File: src/rtl/sst_pkg.sv
`timescale 1ns/1ps
package sst_pkg;
  localparam int FW     = 3;
  localparam int SLOT   = FW + 1;
  localparam int NFLD   = 4;
  localparam int CFG_W  = NFLD * SLOT;

  localparam int IDX_RDW = 0;
  localparam int IDX_WRW = 1;
  localparam int IDX_BSH = 2;
  localparam int IDX_WEH = 3;

  localparam logic [FW-1:0] BSH_TWO  = FW'(1);
  localparam logic [1:0]    IF_OTHER = 2'd3;

  typedef enum logic [2:0] {
    ST_IDLE, ST_SETUP, ST_STROBE, ST_HOLD, ST_RELEASE, ST_DONE
  } st_e;

  typedef struct packed {
    logic [FW-1:0] we_hold;
    logic [FW-1:0] bs_hold;
    logic [FW-1:0] wr_wait;
    logic [FW-1:0] rd_wait;
  } cfg_t;
endpackage

File: src/rtl/sst_reset_sync.sv
`timescale 1ns/1ps
module sst_reset_sync #(
  parameter int STAGES = 2
) (
  input  logic clk,
  input  logic rst_n,
  output logic rst_ni
);
  logic [STAGES-1:0] sync_q;
  logic [STAGES-1:0] sync_d;

  always_comb sync_d = {sync_q[STAGES-2:0], 1'b1};

  always_ff @(posedge clk or negedge rst_n) begin
    if (!rst_n) sync_q <= '0;
    else        sync_q <= sync_d;
  end

  assign rst_ni = sync_q[STAGES-1];
endmodule

File: src/rtl/sst_cfg_reg.sv
`timescale 1ns/1ps
module sst_cfg_reg
  import sst_pkg::*;
(
  input  logic             clk,
  input  logic             rst_n,
  input  logic             wr_en,
  input  logic [CFG_W-1:0] wdata,
  output logic [CFG_W-1:0] rdata,
  output cfg_t             cfg,
  output logic             err
);
  logic [FW-1:0] fld_q [NFLD];
  logic [FW-1:0] fld_d [NFLD];
  logic          err_d;
  logic          err_q;

  always_comb begin
    for (int i = 0; i < NFLD; i++) begin
      fld_d[i] = wr_en ? wdata[i*SLOT +: FW] : fld_q[i];
    end
    err_d = err_q | (wr_en && (wdata[IDX_BSH*SLOT +: FW] > BSH_TWO));
  end

  always_ff @(posedge clk or negedge rst_n) begin
    if (!rst_n) begin
      for (int i = 0; i < NFLD; i++) begin
        fld_q[i] <= (i == IDX_WEH) ? {FW{1'b1}} : '0;
      end
      err_q <= 1'b0;
    end else begin
      for (int i = 0; i < NFLD; i++) begin
        fld_q[i] <= fld_d[i];
      end
      err_q <= err_d;
    end
  end

  generate
    for (genvar g = 0; g < NFLD; g++) begin : g_rd
      assign rdata[g*SLOT +: FW] = fld_q[g];
      assign rdata[g*SLOT + FW]  = 1'b0;
    end
  endgenerate

  assign cfg.rd_wait = fld_q[IDX_RDW];
  assign cfg.wr_wait = fld_q[IDX_WRW];
  assign cfg.bs_hold = fld_q[IDX_BSH];
  assign cfg.we_hold = fld_q[IDX_WEH];
  assign err         = err_q;
endmodule

File: src/rtl/sst_sequencer.sv
`timescale 1ns/1ps
module sst_sequencer
  import sst_pkg::*;
#(
  parameter int DATA_W = 16
) (
  input  logic              clk,
  input  logic              rst_n,
  input  logic              req,
  input  logic              req_write,
  input  logic [1:0]        req_if,
  input  logic [DATA_W-1:0] req_wdata,
  input  cfg_t              cfg,
  input  logic [DATA_W-1:0] bus_din,
  output logic              rd_n,
  output logic              we_n,
  output logic              bs_n,
  output logic              cs_main,
  output logic              cs_rel,
  output logic              done,
  output logic [DATA_W-1:0] rd_data,
  output logic [DATA_W-1:0] bus_dout
);
  st_e               st_q, st_d;
  logic [FW-1:0]     cnt_q, cnt_d;
  logic [FW-1:0]     wait_q, wait_d;
  logic [FW-1:0]     hold_q, hold_d;
  logic              wr_q, wr_d;
  logic              bs2_q, bs2_d;
  logic [DATA_W-1:0] dout_q, dout_d;
  logic [DATA_W-1:0] rdat_q, rdat_d;

  always_comb begin
    st_d   = st_q;
    cnt_d  = cnt_q;
    wait_d = wait_q;
    hold_d = hold_q;
    wr_d   = wr_q;
    bs2_d  = bs2_q;
    dout_d = dout_q;
    rdat_d = rdat_q;
    case (st_q)
      ST_IDLE: begin
        if (req) begin
          st_d   = ST_SETUP;
          wr_d   = req_write;
          wait_d = req_write ? cfg.wr_wait : cfg.rd_wait;
          hold_d = (req_write && (req_if != IF_OTHER)) ? cfg.we_hold : '0;
          bs2_d  = (cfg.bs_hold == BSH_TWO) && (wait_d != '0);
          dout_d = req_wdata;
          cnt_d  = '0;
        end
      end
      ST_SETUP: begin
        st_d  = ST_STROBE;
        cnt_d = '0;
      end
      ST_STROBE: begin
        if (cnt_q == wait_q) begin
          if (!wr_q) rdat_d = bus_din;
          cnt_d = FW'(1);
          st_d  = (hold_q != '0) ? ST_HOLD : ST_RELEASE;
        end else begin
          cnt_d = cnt_q + 1'b1;
        end
      end
      ST_HOLD: begin
        if (cnt_q == hold_q) st_d = ST_RELEASE;
        else                 cnt_d = cnt_q + 1'b1;
      end
      ST_RELEASE: st_d = ST_DONE;
      ST_DONE:    st_d = ST_IDLE;
      default:    st_d = ST_IDLE;
    endcase
  end

  always_ff @(posedge clk or negedge rst_n) begin
    if (!rst_n) begin
      st_q   <= ST_IDLE;
      cnt_q  <= '0;
      wait_q <= '0;
      hold_q <= '0;
      wr_q   <= 1'b0;
      bs2_q  <= 1'b0;
      dout_q <= '0;
      rdat_q <= '0;
    end else begin
      st_q   <= st_d;
      cnt_q  <= cnt_d;
      wait_q <= wait_d;
      hold_q <= hold_d;
      wr_q   <= wr_d;
      bs2_q  <= bs2_d;
      dout_q <= dout_d;
      rdat_q <= rdat_d;
    end
  end

  logic in_strobe;
  assign in_strobe = (st_q == ST_STROBE);
  assign rd_n      = ~(in_strobe & ~wr_q);
  assign we_n      = ~(in_strobe & wr_q);
  assign bs_n      = ~(in_strobe & ((cnt_q == '0) | (bs2_q & (cnt_q == FW'(1)))));
  assign cs_main   = (st_q == ST_SETUP) | in_strobe | (st_q == ST_HOLD);
  assign cs_rel    = (st_q == ST_RELEASE);
  assign done      = (st_q == ST_DONE);
  assign rd_data   = rdat_q;
  assign bus_dout  = dout_q;
endmodule

File: src/rtl/sst_cs_release.sv
`timescale 1ns/1ps
module sst_cs_release (
  input  logic clk,
  input  logic rst_n,
  input  logic cs_main,
  input  logic cs_rel,
  output logic cs_n
);
  logic keep_q;
  logic keep_d;

  always_comb keep_d = cs_main;

  always_ff @(negedge clk or negedge rst_n) begin
    if (!rst_n) keep_q <= 1'b0;
    else        keep_q <= keep_d;
  end

  assign cs_n = ~(cs_main | (cs_rel & keep_q));
endmodule

File: src/rtl/sram_strobe_timer.sv
`timescale 1ns/1ps
module sram_strobe_timer
  import sst_pkg::*;
#(
  parameter int DATA_W = 16
) (
  input  logic              clk,
  input  logic              rst_n,
  input  logic              cfg_wr,
  input  logic [CFG_W-1:0]  cfg_wdata,
  output logic [CFG_W-1:0]  cfg_rdata,
  output logic              cfg_err,
  input  logic              req,
  input  logic              req_write,
  input  logic [1:0]        req_if,
  input  logic [DATA_W-1:0] req_wdata,
  input  logic [DATA_W-1:0] bus_din,
  output logic [DATA_W-1:0] bus_dout,
  output logic              cs_n,
  output logic              rd_n,
  output logic              we_n,
  output logic              bs_n,
  output logic              done,
  output logic [DATA_W-1:0] rd_data
);
  logic rst_ni;
  cfg_t cfg;
  logic cs_main;
  logic cs_rel;

  sst_reset_sync #(.STAGES(2)) u_rst (
    .clk    (clk),
    .rst_n  (rst_n),
    .rst_ni (rst_ni)
  );

  sst_cfg_reg u_cfg (
    .clk   (clk),
    .rst_n (rst_ni),
    .wr_en (cfg_wr),
    .wdata (cfg_wdata),
    .rdata (cfg_rdata),
    .cfg   (cfg),
    .err   (cfg_err)
  );

  sst_sequencer #(.DATA_W(DATA_W)) u_seq (
    .clk       (clk),
    .rst_n     (rst_ni),
    .req       (req),
    .req_write (req_write),
    .req_if    (req_if),
    .req_wdata (req_wdata),
    .cfg       (cfg),
    .bus_din   (bus_din),
    .rd_n      (rd_n),
    .we_n      (we_n),
    .bs_n      (bs_n),
    .cs_main   (cs_main),
    .cs_rel    (cs_rel),
    .done      (done),
    .rd_data   (rd_data),
    .bus_dout  (bus_dout)
  );

  sst_cs_release u_cs (
    .clk     (clk),
    .rst_n   (rst_ni),
    .cs_main (cs_main),
    .cs_rel  (cs_rel),
    .cs_n    (cs_n)
  );
endmodule

File: config.mk
export PLATFORM = sky130hd
export DESIGN_NAME = sram_strobe_timer
export DESIGN_NICKNAME = d
export VERILOG_FILES = /design/src/rtl/sst_pkg.sv /design/src/rtl/sst_reset_sync.sv /design/src/rtl/sst_cfg_reg.sv /design/src/rtl/sst_sequencer.sv /design/src/rtl/sst_cs_release.sv /design/src/rtl/sram_strobe_timer.sv
export SDC_FILE = /design/constraint.sdc
export NUM_CORES = 1
export LEC_CHECK = 0
export ABC_AREA = 1
export BUFFER_PORTS_ARGS = -buffer_cell sky130_fd_sc_hd__buf_2
export CAP_MARGIN = 0
export CORE_AREA = 2 2 79 81
export CTS_CLUSTER_DIAMETER = 30
export DETAILED_ROUTE_END_ITERATION = 12
export DIE_AREA = 0 0 81 83
export GPL_TIMING_DRIVEN = 0
export PLACE_DENSITY = 0.85
export SLEW_MARGIN = 15
export SYNTH_ARGS = -nofsm -noshare
export SYNTH_HDL_FRONTEND = slang
export SYNTH_SLANG_ARGS = --single-unit
File: constraint.sdc
create_clock -name clk -period 2.7 [get_ports clk]
set_input_delay 0.135 -clock clk [delete_from_list [all_inputs] [get_ports clk]]
set_output_delay 0.135 -clock clk [all_outputs]
set_load 0.02 [all_outputs]
# Word level (Yosys, flattened, before mapping)
# Index checks and enable logic that the tools add are counted.
# classes
add_sub_neg,1
multipliers,0
div_mod_pow,0
magnitude_cmp,1
n_eq_ne,14
n_shift,0
mux,11
bitwise_logic,15
reduce_logical,12
# op_table
operator,count
$mux 3,9
$pmux 3 s5,1
$pmux 3 s4,1
$eq 3x1->1 const B,3
$reduce_and 3->1,3
$ne 2x2->1 const B,4
$eq 3x2->1 const B,2
$eq 3x3->1,2
$eq 3x3->1 const B,2
$logic_not 3->1,2
$reduce_bool 3->1,2
$and 1x1->1,5
$not 1->1,5
$or 1x1->1,5
$reduce_bool 4->1,1
$add 3x1->3 const B,1
$gt 3x1->1 const B,1
$logic_and 1x1->1,3
$ne 2x1->1 const B,1
$reduce_and 2->1,1
# totals
ff_bits,62
latchBits,0
ramBits,0
romBits,0
input_bits,55
wordCells,69
memories,0

# Depth between registers and ports, before layout
# depth
depth_word,5
ltp_mapped,9
mapped_depth_nobuf,8

# Hierarchy
# A second synthesis with hierarchy kept.
# unflattened
cells_unflattened,336
area_unflattened_um2,2996.6
# by_module_without_submodules
module,n_inst,cells_each,area_each_um2
sst_sequencer,1,261,2234.6
sst_cfg_reg,1,70,674.4
sst_reset_sync,1,3,53.8
sst_cs_release,1,2,33.8

==> flow_metrics.tcl <==
set metrics [dict create \
    p_per_area_mw_per_mm2 1100 \
    grt_start_max_net_pins 61 \
    grt_usage_pct 19.0 \
    place_inst 479 \
    cts_buffer_depth 2 \
    yosysTopAreaCell "dfrtp_1" \
    area_growth_pct 32.5 \
    syn-instance-count 303 \
    core_mm2 0.00582 \
    multi_input_area_mm2 0.00101 \
    ir_drop_uv 586 \
    r2r-start "u_seq.st_q[0]" \
    syn_avg_cell_area_um2 8.99 \
    synthTopCellsByArea "dfrtp_1 (53%), nand2_1 (19%), dfstp_2 (2.9%)" \
    slew_viol_final 0 \
    cp_slowest_stage_delay_ps 380 \
    hold_viol_final 0 \
    yosysSeqAreaShare_pct 57.1 \
    grt_overflow 0 \
    cts_buffers 9 \
    worstPathRequired_ps 2570 \
    min_path_type "input port to register" \
    tightestPinTransition_ps 745 \
    cp_cell_sequence "nand2_1, o21ai_0, inv_1, buf_2" \
    tns_ps 0 \
    yosysWarnings 0 \
    place_congestion 0.841 \
    viasPerCell 4.69 \
    layout.cell_area.non_filler_mm2 0.00361 \
    cp_slowest_cell "dfrtn_1" \
    wire_per_inst_um 12.1 \
    num_vias 2372 \
    clock_latency_ps 330 \
    p_leak_uw 0.00199 \
    cts_setup_buffers 0 \
    worstPathMaxFanout 1 \
    num_antenna_cells 0 \
    critPathArrivalTime_ps 2390 \
    ys_seq_elements 62 \
    firstDrtPassIters 4 \
    die_area_mm2 0.00672 \
    die_x_um 81 \
    cp-end-kind "primary output" \
    post_dp_cell_area_mm2 0.00332 \
    netlist.area_leader.share_pct 53.3 \
    clkSinkCount 62 \
    nNetsFinal 484 \
    yosysMostFrequentCell "nand2_1" \
    criticalPathCategory "register to primary output" \
    relSlewSlack_pct 50.3 \
    grt_pass1_wl_um 10100 \
    drc 0 \
    grt_pass1_vias 2369 \
    h-tree-depth 3 \
    start_util_pct 46.8 \
    cts_root_buf "clkbuf_8" \
    synth_edf_count 0 \
    clk_pin_slew_worst_paths_ps 80 \
    drt-initial-drc-count 114 \
    grt_setup_unrepaired "false" \
    io_pins 109 \
    synthFlopType "dfrtp_1" \
    startpoint "u_cs.keep_q" \
    dieHeight_um 83 \
    cp_num_buf_inv 2 \
    seqCellArea_mm2 0.00156 \
    dpl.hpwl_um 4500 \
    fin_cells 506 \
    fillers 516 \
    yosys-top-cells-count "nand2_1 (141), dfrtp_1 (58), inv_1 (19)" \
    cap_violations 0 \
    post_cts_resize_count 0 \
    cp-start-kind "register" \
    outcome "finished clean" \
    hold_buffers 10 \
    fin_util_pct 62.0 \
    detail-route-antenna-nets 0 \
    crit_family "flip-flops" \
    syn-cell-area_mm2 0.00272 \
    synthArstFlopShare_pct 100 \
    setup_viol 0 \
    min_from "req_wdata[5]" \
    drive_above_1_share_pct 34.6 \
    whs_ps 7.00 \
    fin_skew_ps 9.19 \
    routed_wirelength_um 6130 \
    ys_types 33 \
    rows 28 \
    antenna_found_initial 0 \
    cts_tree "done" \
    port_buffers 98 \
]
final timing paths:
kind                       cells past startpoint  slack (ps)           endpoint
setup / recovery                               4         170               cs_n
hold / removal                                 3           7  u_seq.bus_dout[5]
setup reg to reg                               2         450        u_cs.keep_q
hold reg to reg                                0         360    u_rst.sync_q[1]
max in group asynchronous                      0         540        u_cs.keep_q
min in group asynchronous                      2         120    u_rst.sync_q[0]
tightest hold or removal path, delay by kind of cell:
| family | cells | cell delay (ps) |
|---|---|---|
| buffers and inverters | 1 | 70 |
| AND/OR/NAND/NOR | 2 | 100 |
cell families after synthesis:
logic type / after synthesis / synth area share (%)
xor gates and xnor gates: 5 / 1.61
DFF: 62 / 57.1
buffers and inverters: 35 / 6.20
other: 2 / 0.276
and+or+nand+nor: 167 / 26.1
AOI/OAI and AO/OA: 22 / 4.46
adders and majority gates: 3 / 1.38
muxes: 7 / 2.89
final cells by class:
type / count / share of cell area, %
inverter: 22 / 2.36
tap: 75 / 2.60
clock inverter: 7 / 1.42
sequential: 62 / 43.2
multi-input combinational: 209 / 28.0
buffer: 13 / 2.32
clock buffer: 9 / 3.43
timing repair buffer: 109 / 16.6
metrics by stage:
| stage | power (µW) | setup slack, ps |
|---|---|---|
| 2_1_floorplan | 2710 | 376 |
| 3_3_place_gp | 3190 | 60.1 |
| 3_5_place_dp | 3280 | 477 |
| 4_1_cts | 4000 | 164 |
| 5_1_grt | 4280 | 116 |
| 6_report | 3970 | 175 |
sequential cells by signal (all words and copies together) (netlist names):
register and count:
u_seq.wr_q 1, u_seq.hold_q 3, u_cs.keep_q 1, u_cfg.cfg 12, u_rst.sync_q 2, u_seq.rd_data 16, u_cfg.err 1, u_seq.bus_dout 16
u_seq.st_q 3, u_seq.bs2_q 1, u_seq.wait_q 3, u_seq.cnt_q 3
layout by cell type (no fill, tap or decap), drive strengths merged:
| master | netlist | final |
|---|---|---|
| o211ai | 1 | 1 |
| a21oi | 2 | 2 |
| nand3 | 4 | 4 |
| nand4 | 4 | 4 |
| clkbuf | 3 | 12 |
| clkinvlp | 0 | 2 |
| xor2 | 1 | 1 |
| a31oi | 1 | 1 |
| ha | 3 | 3 |
| nor3 | 2 | 2 |
| o21ai | 18 | 18 |
| dlygate4sd3 | 0 | 11 |
| dfrtn | 1 | 1 |
| inv | 22 | 22 |
| buf | 10 | 108 |
| nand2 | 144 | 144 |
| xnor2 | 4 | 4 |
| mux2 | 7 | 7 |
| dfstp | 3 | 3 |
| clkinv | 0 | 5 |
| nand3b | 1 | 1 |
| dfrtp | 58 | 58 |
| conb | 2 | 5 |
| nor2 | 12 | 12 |
per-layer routing:
metal	part of all wire (%)	global-route usage (%)
met5	0	0
met4	0.83	6.78
met3	6.9	4.13
met2	49	33.3
met1	43	22.6
power breakdown:
part | internal, µW | switching, µW | total (µW) | leakage [µW]
sequential | 1290 | 239 | 1520 | 0.000754
combinational | 599 | 1140 | 1740 | 0.00115
clock | 333 | 372 | 706 | 0.0000852
Note: power is estimated with default switching activity, not from simulation.
